--- src/rtl/mdu_pkg.sv ---
package mdu_pkg;

  typedef enum logic [1:0] {
    OP_MUL_S = 2'b00,
    OP_MUL_U = 2'b01,
    OP_DIV_S = 2'b10,
    OP_DIV_U = 2'b11
  } mdu_op_e;

  function automatic logic op_is_div(mdu_op_e o);
    return (o == OP_DIV_S) || (o == OP_DIV_U);
  endfunction

  function automatic logic op_is_signed(mdu_op_e o);
    return (o == OP_MUL_S) || (o == OP_DIV_S);
  endfunction

endpackage

--- src/rtl/mdu_mul_seq.sv ---
// Radix-2 shift-add multiplier datapath over unsigned magnitudes.
module mdu_mul_seq #(
  parameter int W = 32
) (
  input  logic           clk,
  input  logic           rst_n,
  input  logic           load,
  input  logic           step,
  input  logic [W-1:0]   mcand_in,
  input  logic [W-1:0]   mplier_in,
  output logic [2*W-1:0] prod_nxt
);
  localparam int AW = 2 * W + 1;

  logic [AW-1:0] acc_q;
  logic [AW-1:0] acc_nxt;
  logic [W-1:0]  mcand_q;

  // one iteration: add multiplicand if low bit set, then shift right
  function automatic logic [AW-1:0] mul_step(logic [AW-1:0] acc, logic [W-1:0] mc);
    logic [W:0] sum;
    sum = acc[AW-1:W] + (acc[0] ? {1'b0, mc} : {(W+1){1'b0}});
    return {1'b0, sum, acc[W-1:1]};
  endfunction

  assign acc_nxt  = mul_step(acc_q, mcand_q);
  assign prod_nxt = acc_nxt[2*W-1:0];

  always_ff @(posedge clk) begin
    if (!rst_n) begin
      acc_q   <= '0;
      mcand_q <= '0;
    end else if (load) begin
      acc_q   <= {{(W+1){1'b0}}, mplier_in};
      mcand_q <= mcand_in;
    end else if (step) begin
      acc_q   <= acc_nxt;
    end
  end
endmodule

--- src/rtl/mdu_div_seq.sv ---
// Restoring shift-subtract divider datapath over unsigned magnitudes.
module mdu_div_seq #(
  parameter int W = 32
) (
  input  logic         clk,
  input  logic         rst_n,
  input  logic         load,
  input  logic         step,
  input  logic [W-1:0] dvd_in,
  input  logic [W-1:0] dsr_in,
  output logic [W-1:0] quo_nxt,
  output logic [W-1:0] rem_nxt
);
  logic [W-1:0] rem_q, quo_q, dsr_q;

  // one iteration: shift in next dividend bit, subtract if it fits
  function automatic logic [2*W-1:0] div_step(logic [W-1:0] rem, logic [W-1:0] quo,
                                              logic [W-1:0] dsr);
    logic [W:0]   r;
    logic [W-1:0] q;
    r = {rem, quo[W-1]};
    q = {quo[W-2:0], 1'b0};
    if (r >= {1'b0, dsr}) begin
      r    = r - {1'b0, dsr};
      q[0] = 1'b1;
    end
    return {r[W-1:0], q};
  endfunction

  assign {rem_nxt, quo_nxt} = div_step(rem_q, quo_q, dsr_q);

  always_ff @(posedge clk) begin
    if (!rst_n) begin
      rem_q <= '0;
      quo_q <= '0;
      dsr_q <= '0;
    end else if (load) begin
      rem_q <= '0;
      quo_q <= dvd_in;
      dsr_q <= dsr_in;
    end else if (step) begin
      rem_q <= rem_nxt;
      quo_q <= quo_nxt;
    end
  end
endmodule

--- src/rtl/mdu_hilo_regs.sv ---
// Result register pair; a completing result outranks direct writes.
module mdu_hilo_regs #(
  parameter int W = 32
) (
  input  logic         clk,
  input  logic         rst_n,
  input  logic         commit,
  input  logic [W-1:0] res_hi,
  input  logic [W-1:0] res_lo,
  input  logic         wr_hi,
  input  logic         wr_lo,
  input  logic [W-1:0] wr_data,
  output logic [W-1:0] hi_q,
  output logic [W-1:0] lo_q
);
  always_ff @(posedge clk) begin
    if (!rst_n) begin
      hi_q <= '0;
      lo_q <= '0;
    end else if (commit) begin
      hi_q <= res_hi;
      lo_q <= res_lo;
    end else begin
      if (wr_hi) hi_q <= wr_data;
      if (wr_lo) lo_q <= wr_data;
    end
  end
endmodule

--- src/rtl/mdu_core.sv ---
module mdu_core #(
  parameter int W = 32
) (
  input  logic         clk,
  input  logic         rst_n,
  input  logic         start,
  input  logic [1:0]   op,
  input  logic [W-1:0] src_a,
  input  logic [W-1:0] src_b,
  input  logic         wr_hi,
  input  logic         wr_lo,
  input  logic [W-1:0] wr_data,
  output logic         busy,
  output logic [W-1:0] hi_q,
  output logic [W-1:0] lo_q
);
  import mdu_pkg::*;

  localparam int          CW   = $clog2(W);
  localparam logic [CW-1:0] LAST = CW'(W - 1);

  function automatic logic [W-1:0] magnitude(logic [W-1:0] x, logic sgn);
    return (sgn && x[W-1]) ? (~x + 1'b1) : x;
  endfunction

  function automatic logic [W-1:0] neg_if(logic [W-1:0] x, logic n);
    return n ? (~x + 1'b1) : x;
  endfunction

  function automatic logic [2*W-1:0] neg_if_wide(logic [2*W-1:0] x, logic n);
    return n ? (~x + 1'b1) : x;
  endfunction

  mdu_op_e op_sel;
  logic    op_div, op_sgn;

  // named events for the checker
  logic accept;
  logic done;

  logic          busy_q;
  logic [CW-1:0] cnt_q;
  logic          is_div_q, div_zero_q;
  logic          neg_prod_q, neg_quo_q, neg_rem_q;
  logic [W-1:0]  a_raw_q;

  logic [W-1:0]   mag_a, mag_b;
  logic [2*W-1:0] prod_nxt;
  logic [W-1:0]   quo_nxt, rem_nxt;
  logic [2*W-1:0] prod_fix;
  logic [W-1:0]   res_hi, res_lo;

  assign op_sel = mdu_op_e'(op);
  assign op_div = op_is_div(op_sel);
  assign op_sgn = op_is_signed(op_sel);

  assign accept = start & ~busy_q;
  assign done   = busy_q & (cnt_q == LAST);
  assign busy   = busy_q;

  assign mag_a = magnitude(src_a, op_sgn);
  assign mag_b = magnitude(src_b, op_sgn);

  always_ff @(posedge clk) begin
    if (!rst_n) begin
      busy_q     <= 1'b0;
      cnt_q      <= '0;
      is_div_q   <= 1'b0;
      div_zero_q <= 1'b0;
      neg_prod_q <= 1'b0;
      neg_quo_q  <= 1'b0;
      neg_rem_q  <= 1'b0;
      a_raw_q    <= '0;
    end else if (accept) begin
      busy_q     <= 1'b1;
      cnt_q      <= '0;
      is_div_q   <= op_div;
      div_zero_q <= (src_b == '0);
      neg_prod_q <= op_sgn & ~op_div & (src_a[W-1] ^ src_b[W-1]);
      neg_quo_q  <= op_sgn &  op_div & (src_a[W-1] ^ src_b[W-1]);
      neg_rem_q  <= op_sgn &  op_div & src_a[W-1];
      a_raw_q    <= src_a;
    end else if (busy_q) begin
      cnt_q <= cnt_q + 1'b1;
      if (done) busy_q <= 1'b0;
    end
  end

  mdu_mul_seq #(.W(W)) u_mul (
    .clk      (clk),
    .rst_n    (rst_n),
    .load     (accept),
    .step     (busy_q),
    .mcand_in (mag_a),
    .mplier_in(mag_b),
    .prod_nxt (prod_nxt)
  );

  mdu_div_seq #(.W(W)) u_div (
    .clk    (clk),
    .rst_n  (rst_n),
    .load   (accept),
    .step   (busy_q),
    .dvd_in (mag_a),
    .dsr_in (mag_b),
    .quo_nxt(quo_nxt),
    .rem_nxt(rem_nxt)
  );

  assign prod_fix = neg_if_wide(prod_nxt, neg_prod_q);

  always_comb begin
    if (is_div_q) begin
      if (div_zero_q) begin
        res_hi = a_raw_q;
        res_lo = '1;
      end else begin
        res_hi = neg_if(rem_nxt, neg_rem_q);
        res_lo = neg_if(quo_nxt, neg_quo_q);
      end
    end else begin
      res_hi = prod_fix[2*W-1:W];
      res_lo = prod_fix[W-1:0];
    end
  end

  mdu_hilo_regs #(.W(W)) u_hilo (
    .clk    (clk),
    .rst_n  (rst_n),
    .commit (done),
    .res_hi (res_hi),
    .res_lo (res_lo),
    .wr_hi  (wr_hi),
    .wr_lo  (wr_lo),
    .wr_data(wr_data),
    .hi_q   (hi_q),
    .lo_q   (lo_q)
  );
endmodule

--- config.mk ---
export PLATFORM = sky130hd
export DESIGN_NAME = mdu_core
export DESIGN_NICKNAME = d
export VERILOG_FILES = /design/src/rtl/mdu_pkg.sv /design/src/rtl/mdu_mul_seq.sv /design/src/rtl/mdu_div_seq.sv /design/src/rtl/mdu_hilo_regs.sv /design/src/rtl/mdu_core.sv
export SDC_FILE = /design/constraint.sdc
export NUM_CORES = 1
export LEC_CHECK = 0
export ABC_CLOCK_PERIOD_IN_PS = 6100
export CELL_PAD_IN_SITES_DETAIL_PLACEMENT = 1
export CELL_PAD_IN_SITES_GLOBAL_PLACEMENT = 1
export CORE_MARGIN = 2
export CORE_UTILIZATION = 44
export DETAILED_ROUTE_END_ITERATION = 12
export GPL_ROUTABILITY_DRIVEN = 0
export MAX_ROUTING_LAYER = met4
export PLACE_DENSITY = 0.82
export SLEW_MARGIN = 20
export SYNTH_ARGS = -nofsm -noshare
export SYNTH_HDL_FRONTEND = slang
export SYNTH_SLANG_ARGS = --single-unit
--- constraint.sdc ---
create_clock -name clk -period 6.1 [get_ports clk]
set_clock_uncertainty 0.2 [all_clocks]
set_input_delay 1.22 -clock clk [delete_from_list [all_inputs] [get_ports clk]]
set_output_delay 1.22 -clock clk [all_outputs]
set_load 0.005 [all_outputs]
**Word-level counts from Yosys, hierarchy flattened**

Cells that the tools add are included.

- Flip-flop bits (word level): 299
- Output and inout bits: 65
- Logic and storage cells: 77

- $add $sub $neg: 8
- $lt $le $gt $ge: 1
- Eq/ne operators: 3
- Muxes and demuxes: 23
- Bitwise gates (word level): 16
- Reductions and logical operators: 10

Operator list:

| operator | number |
|---|---|
| 32-bit two-way mux | 18 |
| 32-bit by 1-bit adder with 32-bit output (second input constant) | 4 |
| 32-bit NOT | 4 |
| 64-bit by 1-bit adder with 64-bit output (second input constant) | 1 |
| 64-bit two-way mux | 1 |
| 64-bit NOT | 1 |
| 32-bit by 32-bit adder with 33-bit output | 1 |
| 33-bit by 32-bit greater-or-equal comparator with 1-bit output | 1 |
| 32-bit logical NOT | 1 |
| 32-bit subtractor | 1 |
| 1-bit AND | 7 |
| 2-bit nonzero test | 3 |
| 5-bit by 1-bit adder with 5-bit output (second input constant) | 1 |
| 5-bit == test (second input constant) | 1 |
| 2-bit == test (second input constant) | 2 |
| 1-bit two-way mux | 4 |
| 1-bit NOT | 3 |
| 1-bit logical AND | 2 |
| 2-bit logical NOT | 1 |
| 1-bit logical OR | 2 |
| 2-bit OR reduction | 1 |
| 1-bit XOR | 1 |

**Longest topological paths before layout**

Gate-level depths: netlist of the first run.

- Depth after elaboration: 8
- Mapped depth: 21
- Mapped depth without buffers: 17

**By module**

From an unflattened synthesis of the first run, not the netlist that was laid out.

- Cells, all modules: 2804
- Area total of the unflattened synthesis: 22972.0 sq um

Modules (own cells, without submodules):

| module | times used | cells each | area each (sq um) |
|---|---|---|---|
| mdu_core | 1 | 990 | 6854.1 |
| mdu_div_seq | 1 | 804 | 6468.7 |
| mdu_mul_seq | 1 | 725 | 6119.6 |
| mdu_hilo_regs | 1 | 285 | 3529.6 |

**Worst setup path before layout of the first run**

Ideal clock, no wire load.

- Kind: register to register
- From: register u_div.dsr_q[8]
- To: register u_hilo.hi_q[30]
- Arrival time: 5.241 ns
- Data required time: 5.762 ns
- Path slack: 0.521 ns
- Cell stages (with the launch flop): 22
- Buffers on the path: 5
- Clock period less this slack: 5.579 ns
- Path through: dfxtp_1 > inv_1 > ha_1 > clkbuf_1 > nand2_1 > nor3_1 > a211oi_1 > o211a_2 > o21ai_2 > buf_2 > buf_1 > clkbuf_1 > buf_1 > nand2_1 > o21ai_0 > ha_1 > nand4_1 > or4b_1 > o41ai_1 > xor2_1 > a221oi_1 > a221oi_2

- Word-level cells in the longest chain between the ends: 8
- Elaborated cells on any way between the ends: 9

RTL lines:

| what | line | RTL |
|---|---|---|
| from (decl) | mdu_div_seq.sv:14 | `logic [W-1:0] rem_q, quo_q, dsr_q;` |
| from (signal assigned) | mdu_div_seq.sv:40 | `dsr_q <= dsr_in;` |
| 32-bit subtractor or 33-bit by 32-bit greater-or-equal comparator with 1-bit output (tied branches) | mdu_div_seq.sv:24, mdu_div_seq.sv:23 |  |
| 32-bit two-way mux * | mdu_div_seq.sv:23 | `if (r >= {1'b0, dsr}) begin` |
| 32-bit NOT | mdu_core.sv:27 | `return n ? (~x + 1'b1) : x;` |
| 32-bit by 1-bit adder with 32-bit output | mdu_core.sv:27 |  |
| 32-bit two-way mux * | mdu_core.sv:27 |  |
| 32-bit two-way mux * | mdu_core.sv:114 | `if (div_zero_q) begin` |
| 32-bit two-way mux * | mdu_core.sv:113 | `if (is_div_q) begin` |
| 32-bit two-way mux * | mdu_hilo_regs.sv:20 | `end else if (commit) begin` |
| to (signal assigned) | mdu_hilo_regs.sv:21 | `hi_q <= res_hi;` |
| to (signal assigned) | mdu_hilo_regs.sv:24 | `if (wr_hi) hi_q <= wr_data;` |
| to (decl) | mdu_hilo_regs.sv:13 | `output logic [W-1:0] hi_q,` |

Every way passes the cells marked *; elsewhere a longest branch is shown, timed or not.
A chain may end at the register's enable or synchronous reset.

**Worst setup path in the final report of the first run**

- From: register u_div.dsr_q[6]
- To: register u_hilo.hi_q[30]

Same word-level chain as after synthesis.

==> results.toml, run 1 <==
[worst_setup_path]
slowest_stage = "or4b_1"
ff2ff_setup_slack_ns = 0.41
worstRegToRegCells = 18
regToRegEndpoint = "u_hilo.hi_q[30]"
critPathTopFamily = "compound AO/OA/AOI/OAI gates"
startpoint_type = "flip-flop"
required_ns = 6.38
crit_chain = "inv_1 -> ha_1 -> a21oi_1 -> o21ai_0 -> a211oi_1 -> buf_4 -> o211a_2 -> o21ai_4 -> buf_4 -> nand2_1 -> o21ai_0 -> ha_1 -> nand4_1 -> or4b_1 -> o41ai_1 -> xor2_1 -> a221oi_1 -> a221oi_2"
end_kind = "flip-flop"
path_depth = 18
critPathKind = "reg -> reg"
cp_num_buf_inv = 3
cp_max_fo = 18
worst_ep_arrival_time_ns = 5.97
slowest_delay_ns = 0.70
r2r-start = "u_div.dsr_q[6]"
endpoint = "u_hilo.hi_q[30]"
startpoint = "u_div.dsr_q[6]"

[clock_network]
cts_buffers = 37
holdBufCountCts = 0
cts_tree = "yes"
cts.reportedPaths.clkPinSlew_ns = 0.06
clockRootBuffer = "clkbuf_16"
clock-sinks = 298
post_cts_resized = 0
cts_setup_buffers = 0
clockBufferDepth = 3
htreeDepth = 2
clk_latency_ns = 0.58

[global_routing]
first_global_vias = 21657
grt-ovfl-total = 0
antenna_found_initial = 2
grt_start_max_net_pins = 100
grt_pass1_wl_mm = 132
grt.total_usage = 0.352

[drt]
ant_nets = 0
drc = 0
wire_per_inst_um = 25.3
viasPerCell = 6.43
dr_total_vias = 21996
drt_iter0_drc = 2052
firstDrtPassIters = 5
wl_mm = 86.7

[final_layout]
num-nets-final = 2961
synthToLayoutAreaGrowth_pct = 15.7
seq_area_um2 = 5970
multi_input_area_um2 = 13800
drive_above_1_share = 0.0502
fillers = 5700

[synth]
synth-simple-area-share = 0.207
synth_nets = 2911
syn_area_um2 = 20700
synth_compound_area_frac = 0.277
ys_types = 86
async_reset_ff_frac = 0
synthXorXnorAreaFrac = 0.0951
synth_cells = 2735
synth_top_area_frac = 0.288
synthFlopType = "dfxtp_1"
synth_edf_count = 0
synth_most_common_cell = "nor2_1"
ys_seq_elements = 298
synth-adder-area-share = 0.0448
synthTopCellsByCount = "nor2_1 (383), dfxtp_1 (298), a211oi_1 (251)"
synthTopCellsByArea = "dfxtp_1 (29%), a211oi_1 (9.1%), nor2_1 (6.9%)"
synthMuxAreaShare = 0.0411
synth_warnings = 0
yosys.area.top_type = "dfxtp_1"
ys_seq_area_frac = 0.288
syn_area_per_cell_um2 = 7.58
synth_top_family_by_area = "compound AO/OA/AOI/OAI gates"

[pwr]
finalPower_uw = 6720
peakVddDrop_mv = 0.190
p_per_area_nw_per_um2 = 280
p_leak_uw = 0.00901

[timing]
slew_viol_final = 0
period_minus_slack_ns = 5.69
final.period_utilization = 0.932
worstMarginPinSlew_ns = 1.04
final_hold_viol_count = 0
rsz0062_at_grt = "no"
max_freq_ghz = 0.176
relSlewSlack = 0.305
tns_ns = 0
finalSetupViolations = 0

[die]
top_level_ports = 168
dieArea_um2 = 48900
coreArea_um2 = 46600
die_x_um = 221
num_rows = 79
initial_core_util = 0.445
die_y_um = 221

[worst_hold_path]
hp-class = "reg -> reg"

[placement]
dpl.hpwl_mm = 66.1
portBuffers = 167

[outcome]
status = "finished, final reports clean"

[job]
cap_violations = 0
-- routing by layer --
layer	share of wire	vias up	track usage
met2	0.46	917	0.548
met5	0	-	-
met1	0.43	10922	0.456
met3	0.078	171	0.0564
li1	-	9986	-
met4	0.040	0	0.139
-- cells by family after synthesis --
family,Yosys count
xor+xnor,225
flops,298
mux,84
buf+inv,257
simple gates,920
fa+ha+maj,73
compound gates,878
-- worst register-to-register path: stages (launching register included) --
cell,delay (ns)
dfxtp_1,0.33
inv_1,0.05
ha_1,0.42
a21oi_1,0.17
o21ai_0,0.38
a211oi_1,0.09
buf_4,0.17
o211a_2,0.30
o21ai_4,0.49
buf_4,0.34
nand2_1,0.08
o21ai_0,0.14
ha_1,0.32
nand4_1,0.24
or4b_1,0.70
o41ai_1,0.44
xor2_1,0.30
a221oi_1,0.15
a221oi_2,0.31
-- where the power goes --
group	switching, uW	total (uW)	internal [uW]
sequential	159	2240	2080
clock	963	2330	1370
combinational	1360	2150	784
-- cell type report --
class | instances | area share
multi-input cells | 2180 | 0.576
flip-flops and latches | 298 | 0.249
inverters | 68 | 0.0109
well taps | 607 | 0.0317
diodes | 1 | 0.000104
clock inverters | 14 | 0.00845
repair buffers | 200 | 0.0806
clock buffers | 51 | 0.0433
-- sequential cells by signal, summed over array words and instances, names as in the netlist, 5 cells and up --
| register | cells |
|---|---|
| u_hilo.hi_q | 32 |
| u_mul.acc_q | 64 |
| u_div.quo_q | 32 |
| cnt_q | 5 |
| u_mul.mcand_q | 31 |
| u_div.dsr_q | 32 |
| u_div.rem_q | 32 |
| a_raw_q | 32 |
| u_hilo.lo_q | 32 |
-- stage by stage --
stage	instance area, um2	setup WS (ns)	utilization	hold slack [ns]	std cells
2_1_floorplan	20700	0.521	-	0.232	2735
6_report	24000	0.412	0.515	0.258	3419
5_1_grt	24000	0.0205	0.515	0.277	3419
3_5_place_dp	22700	0.530	0.488	0.245	3353
3_3_place_gp	22700	0.813	0.488	0.241	3353
4_1_cts	24000	0.542	0.515	0.255	3418
-- how the worst min path moves through the flow --
stage	end	cells after the start	startpoint	slack (ns)
after CTS	u_mul.mcand_q[31]	2	u_mul.mcand_q[31]	0.25
after global placement	u_mul.mcand_q[31]	2	u_mul.mcand_q[31]	0.24
after floorplan	u_mul.mcand_q[31]	2	u_mul.mcand_q[31]	0.23
after detailed placement	u_mul.mcand_q[31]	2	u_mul.mcand_q[31]	0.25
after global routing	a_raw_q[3]	2	a_raw_q[3]	0.28
final	u_mul.mcand_q[31]	2	u_mul.mcand_q[31]	0.26
-- placed cells by master, fill, tap and decap left out, types with 71 or more instances in the layout --
cell               n
a211oi_1         251
a21oi_1          248
clkdlybuf4s50_1  164
dfxtp_1          295
ha_1              71
mux2i_1           75
nand2_1          218
nor2_1           383
o21ai_0          116
xnor2_1          147
xor2_1            78
Note: power is estimated with default switching activity, not from simulation.
==> inputs of run 2 (changes only) <==
--- a/config.mk
+++ b/config.mk
@@ -6,6 +6,7 @@
 export NUM_CORES = 1
 export LEC_CHECK = 0
 export ABC_CLOCK_PERIOD_IN_PS = 6100
+export CAP_MARGIN = 10
 export CELL_PAD_IN_SITES_DETAIL_PLACEMENT = 1
 export CELL_PAD_IN_SITES_GLOBAL_PLACEMENT = 1
 export CORE_MARGIN = 2
@@ -13,7 +14,7 @@
 export DETAILED_ROUTE_END_ITERATION = 12
 export GPL_ROUTABILITY_DRIVEN = 0
 export MAX_ROUTING_LAYER = met4
-export PLACE_DENSITY = 0.82
+export PLACE_DENSITY_LB_ADDON = 0.1
 export SLEW_MARGIN = 20
 export SYNTH_ARGS = -nofsm -noshare
 export SYNTH_HDL_FRONTEND = slang
==> results.toml, run 2 (synthesized netlist as in run 1, its figures left out) <==
[outcome]
status = "finished, final reports clean"

[clock_network]
post_cts_resized = 0
clock-sinks = 298
htreeDepth = 2
cts_buffers = 37
clk_latency_ns = 0.57
cts.reportedPaths.clkPinSlew_ns = 0.06
holdBufCountCts = 0
cts_setup_buffers = 0
clockBufferDepth = 3
cts_tree = "yes"
clockRootBuffer = "clkbuf_16"

[final_layout]
synthToLayoutAreaGrowth_pct = 15.8
num-nets-final = 2953
seq_area_um2 = 5970
final_area_um2 = 24000
final_cell_mix = "nor2_1 (383), dfxtp_1 (294), a211oi_1 (251)"
final_common_cell = "nor2_1"
fin_util = 0.516
multi_input_area_um2 = 13800
fillers = 5696
largest_reg_flops = 64
drive_above_1_share = 0.0489
top_register = "u_mul.acc_q"

[drt]
dr_total_vias = 21710
wire_per_inst_um = 25.7
drt_iter0_drc = 2391
drc = 0
firstDrtPassIters = 5
wl_mm = 87.9
viasPerCell = 6.36
ant_nets = 0

[die]
dieArea_um2 = 48900
top_level_ports = 168
die_x_um = 221
coreArea_um2 = 46600
num_rows = 79
initial_core_util = 0.445
die_y_um = 221

[placement]
pre_cts_ws_ns = 0.618
dpl.hpwl_mm = 67.1
placed_cell_area_um2 = 22700
portBuffers = 167

[worst_setup_path]
startpoint_type = "flip-flop"
critPathKind = "reg -> reg"
end_kind = "flip-flop"
required_ns = 6.37
cp_max_fo = 19
worst_ep_arrival_time_ns = 5.92

[pwr]
p_sw_frac = 0.364
power_frac_seq = 0.330
intPower_uw = 4340
power_frac_comb = 0.313
power_switching_uw = 2490
p_per_area_nw_per_um2 = 284
peakVddDrop_mv = 0.208
power_frac_clock = 0.357
p_leak_uw = 0.00901

[global_routing]
grt_pass1_wl_mm = 132
antenna_found_initial = 8
grt.total_usage = 0.357
grt-ovfl-total = 0
grt_start_max_net_pins = 189
first_global_vias = 21296

[timing]
slew_viol_final = 0
finalSetupViolations = 0
hold_slack_ns = 0.258
final_hold_viol_count = 0
tns_ns = 0
period_minus_slack_ns = 5.65
relSlewSlack = 0.230
worstMarginPinSlew_ns = 1.15
max_freq_ghz = 0.177
final.period_utilization = 0.927
fin_ws_ns = 0.446
rsz0062_at_grt = "no"

[worst_hold_path]
hp-class = "reg -> reg"

[job]
cap_violations = 0
## run 2: cell count changes in the layout (fill, tap and decap cells not counted), sizes merged
cell      change
buf           -8
diode         +4
bufinv        +2
inv           -2
clkbuf        +1
clkinv        +1
clkinvlp      -1
## run 2: final cells by class
class,instances,area share
Sequential cell,298,0.249
Timing Repair Buffer,192,0.0780
Antenna cell,5,0.000521
Tap cell,607,0.0316
Clock buffer,52,0.0447
Clock inverter,14,0.00975
Inverter,68,0.0108
Multi-Input combinational cell,2180,0.576
## run 2: per-layer routing
layer,vias to the layer above,GRT usage,share of wire
li1,9972,-,-
met1,10743,0.467,0.43
met2,826,0.541,0.45
met3,169,0.0647,0.079
met4,0,0.148,0.043
met5,-,-,0
## run 2: power groups by stage
stage	clock network (uW)	registers, uW	logic, uW
2_1_floorplan	0	2210	1370
3_3_place_gp	0	2280	2020
3_5_place_dp	0	2290	2070
4_1_cts	2450	2250	2090
5_1_grt	2530	2270	2290
6_report	2440	2250	2140
## run 2: worst max-delay path: stages (launching register included)
cell       delay (ns)
dfxtp_1          0.69
buf_4            0.31
and2_1           0.16
ha_1             0.30
o211ai_1         0.29
a21oi_1          0.16
a2111oi_0        0.77
nor2_1           0.23
xnor2_1          0.39
nand4_1          0.24
nand4bb_1        0.31
or4_4            0.63
o31ai_1          0.27
xor2_1           0.12
o22a_1           0.22
a221oi_2         0.27
## run 2: final timing paths
kind / start / end / slack [ns] / depth (start not counted)
hold / removal: a_raw_q[8] / a_raw_q[8] / 0.26 / 2
hold reg to reg: a_raw_q[8] / a_raw_q[8] / 0.26 / 2
setup reg to reg: u_mul.acc_q[0] / u_hilo.hi_q[28] / 0.45 / 15
setup / recovery: u_mul.acc_q[0] / u_hilo.hi_q[28] / 0.45 / 15
## run 2: metrics by stage
stage | std cells | power, uW
floorplan | 2735 | 3580
global placement | 3345 | 4300
detailed placement | 3345 | 4360
CTS | 3411 | 6790
global route | 3416 | 7090
finish | 3416 | 6830
==> inputs of run 3 (changes only) <==
--- a/config.mk
+++ b/config.mk
@@ -5,12 +5,13 @@
 export SDC_FILE = /design/constraint.sdc
 export NUM_CORES = 1
 export LEC_CHECK = 0
+export ABC_AREA = 1
 export ABC_CLOCK_PERIOD_IN_PS = 6100
 export CAP_MARGIN = 10
 export CELL_PAD_IN_SITES_DETAIL_PLACEMENT = 1
 export CELL_PAD_IN_SITES_GLOBAL_PLACEMENT = 1
 export CORE_MARGIN = 2
-export CORE_UTILIZATION = 44
+export CORE_UTILIZATION = 42
 export DETAILED_ROUTE_END_ITERATION = 12
 export GPL_ROUTABILITY_DRIVEN = 0
 export MAX_ROUTING_LAYER = met4
==> results.toml, run 3 <==
[drt]
viasPerCell = 5.92
drc = 0
wl_mm = 104
ant_nets = 0
wire_per_inst_um = 23.6
firstDrtPassIters = 6
drt_iter0_drc = 2221
dr_total_vias = 26072

[die]
die_x_um = 232
dieArea_um2 = 53800
initial_core_util = 0.425
die_y_um = 232
top_level_ports = 168
num_rows = 83
coreArea_um2 = 51400

[global_routing]
grt_start_max_net_pins = 90
grt_pass1_wl_mm = 155
grt-ovfl-total = 0
antenna_found_initial = 4
first_global_vias = 26026
grt.total_usage = 0.387

[final_layout]
final_common_cell = "nand2_1"
final_cells = 4405
drive_above_1_share = 0.0481
largest_reg_flops = 64
final_cell_mix = "nand2_1 (906), inv_1 (495), nor2_1 (328)"
synthToLayoutAreaGrowth_pct = 16.3
top_register = "u_mul.acc_q"
num-nets-final = 3867

[clock_network]
clockBufferDepth = 3
clockRootBuffer = "clkbuf_16"
htreeDepth = 2
cts_tree = "yes"
post_cts_resized = 0
holdBufCountCts = 0
cts.reportedPaths.clkPinSlew_ns = 0.06
clock-sinks = 298
cts_buffers = 38
cts_setup_buffers = 0
clk_latency_ns = 0.61

[timing]
period_minus_slack_ns = 5.23
tns_ns = 0
slew_viol_final = 0
max_freq_ghz = 0.191
rsz0062_at_grt = "no"
relSlewSlack = 0.215
final.period_utilization = 0.858
final_hold_viol_count = 0
finalSetupViolations = 0
worstMarginPinSlew_ns = 1.17

[synth]
synth_most_common_cell = "nand2_1"
synth_top_area_frac = 0.273
ys_seq_elements = 298
synthFlopType = "dfxtp_1"
async_reset_ff_frac = 0
synth_edf_count = 0
synth_warnings = 0
ys_seq_area_frac = 0.273
synthTopCellsByArea = "dfxtp_1 (27%), nand2_1 (16%), inv_1 (8.5%)"
synth_cells = 3609
yosys.area.top_type = "dfxtp_1"
syn_area_per_cell_um2 = 6.05
ys_types = 60
synthTopCellsByCount = "nand2_1 (906), inv_1 (497), nor2_1 (332)"
synth_nets = 3785
syn_area_um2 = 21800

[worst_hold_path]
min_to = "a_raw_q[31]"
holdPathStages = 2
hp-start = "a_raw_q[31]"
hp-class = "reg -> reg"

[pwr]
p_per_area_nw_per_um2 = 287
p_leak_uw = 0.0119
peakVddDrop_mv = 0.232

[worst_setup_path]
r2r-start = "u_div.dsr_q[14]"
worst_ep_arrival_time_ns = 5.54
critPathKind = "reg -> reg"
worstRegToRegCells = 23
end_kind = "flip-flop"
cp_max_fo = 19
required_ns = 6.41
startpoint_type = "flip-flop"
regToRegEndpoint = "u_hilo.lo_q[30]"
ff2ff_setup_slack_ns = 0.87

[outcome]
status = "finished, final reports clean"

[job]
cap_violations = 0

[placement]
dp_cells = 4331
dpl.hpwl_mm = 81.6
portBuffers = 167
run 3: cell types whose count changed after synthesis, sizes merged, moves of 67 or more:
| cell | before | now |
|---|---|---|
| a211oi | 251 | 0 |
| inv | 67 | 508 |
| mux2i | 75 | 0 |
| nand2 | 220 | 922 |
| nand3 | 27 | 281 |
| o211ai | 17 | 84 |
| o21ai | 130 | 302 |
| xnor2 | 147 | 6 |
run 3: cell type report:
class,count,area (um2)
Fill cell,7030,26000
Clock buffer,50,1070
Inverter,511,1920
Sequential cell,298,5970
Multi-Input combinational cell,2644,13300
Clock inverter,20,330
Timing Repair Buffer,198,1900
Antenna cell,4,10.0
Tap cell,680,851
run 3: cells by family after synthesis:
group                    Yosys count  synth area share
XOR/XNOR                          35            0.0140
AND/OR/NAND/NOR                 1697             0.329
flip-flops                       298             0.273
AO/OA/AOI/OAI                    839             0.224
buffers and inverters            667             0.117
adder cells (fa/ha/maj)           73            0.0425
run 3: critical path: stages (launching register included):
cell	delay, ns
dfxtp_1	0.31
inv_1	0.05
ha_1	0.39
a21oi_1	0.31
o21ai_1	0.15
a21oi_1	0.24
nand2_2	0.13
nand2_4	0.24
nand2_4	0.08
inv_2	0.27
ha_1	0.27
nand3_1	0.11
nor3_1	0.25
nand3_1	0.16
nor3_1	0.47
nand2_1	0.19
o21ai_1	0.33
o211ai_1	0.21
o21bai_1	0.22
nor2_1	0.11
nor2_1	0.05
nand2_1	0.09
o311ai_1	0.11
a31oi_1	0.19
run 3: worst max path at each step:
stage | startpoint | end | slack, ns | cells past startpoint
6_report | u_div.dsr_q[14] | u_hilo.lo_q[30] | 0.87 | 23
5_1_grt | u_div.dsr_q[14] | u_hilo.lo_q[30] | 0.43 | 23
4_1_cts | u_div.dsr_q[14] | u_hilo.lo_q[30] | 1.00 | 23
3_5_place_dp | u_div.dsr_q[26] | u_hilo.lo_q[30] | 1.06 | 26
3_3_place_gp | src_a[0] | u_mul.mcand_q[27] | 1.17 | 16
2_1_floorplan | u_div.dsr_q[20] | u_hilo.lo_q[30] | 2.03 | 26
run 3: power by group:
group | internal, uW | switching (uW) | leakage, uW | total, uW
clock network | 1550 | 1030 | 0.000674 | 2580
registers | 2080 | 130 | 0.00245 | 2210
logic | 720 | 1790 | 0.00877 | 2510
run 3: metal layers:
metal / vias up / routed length (um) / global-route usage
met1: 12730 / 42900 / 0.472
li1: 12092 / - / -
met3: 267 / 7590 / 0.0662
met5: - / 0 / -
met4: 0 / 6610 / 0.219
met2: 983 / 46900 / 0.606
run 3: stage by stage:
step	util	hold slack (ns)	worst slack (ns)	cell area (um2)	total power [uW]
3_5_place_dp	0.467	0.247	1.06	24000	4660
3_3_place_gp	0.467	0.240	1.17	24000	4590
4_1_cts	0.494	0.258	1.00	25400	7220
2_1_floorplan	-	0.227	2.03	21800	3760
6_report	0.494	0.257	0.868	25400	7300
5_1_grt	0.494	0.279	0.434	25400	7610
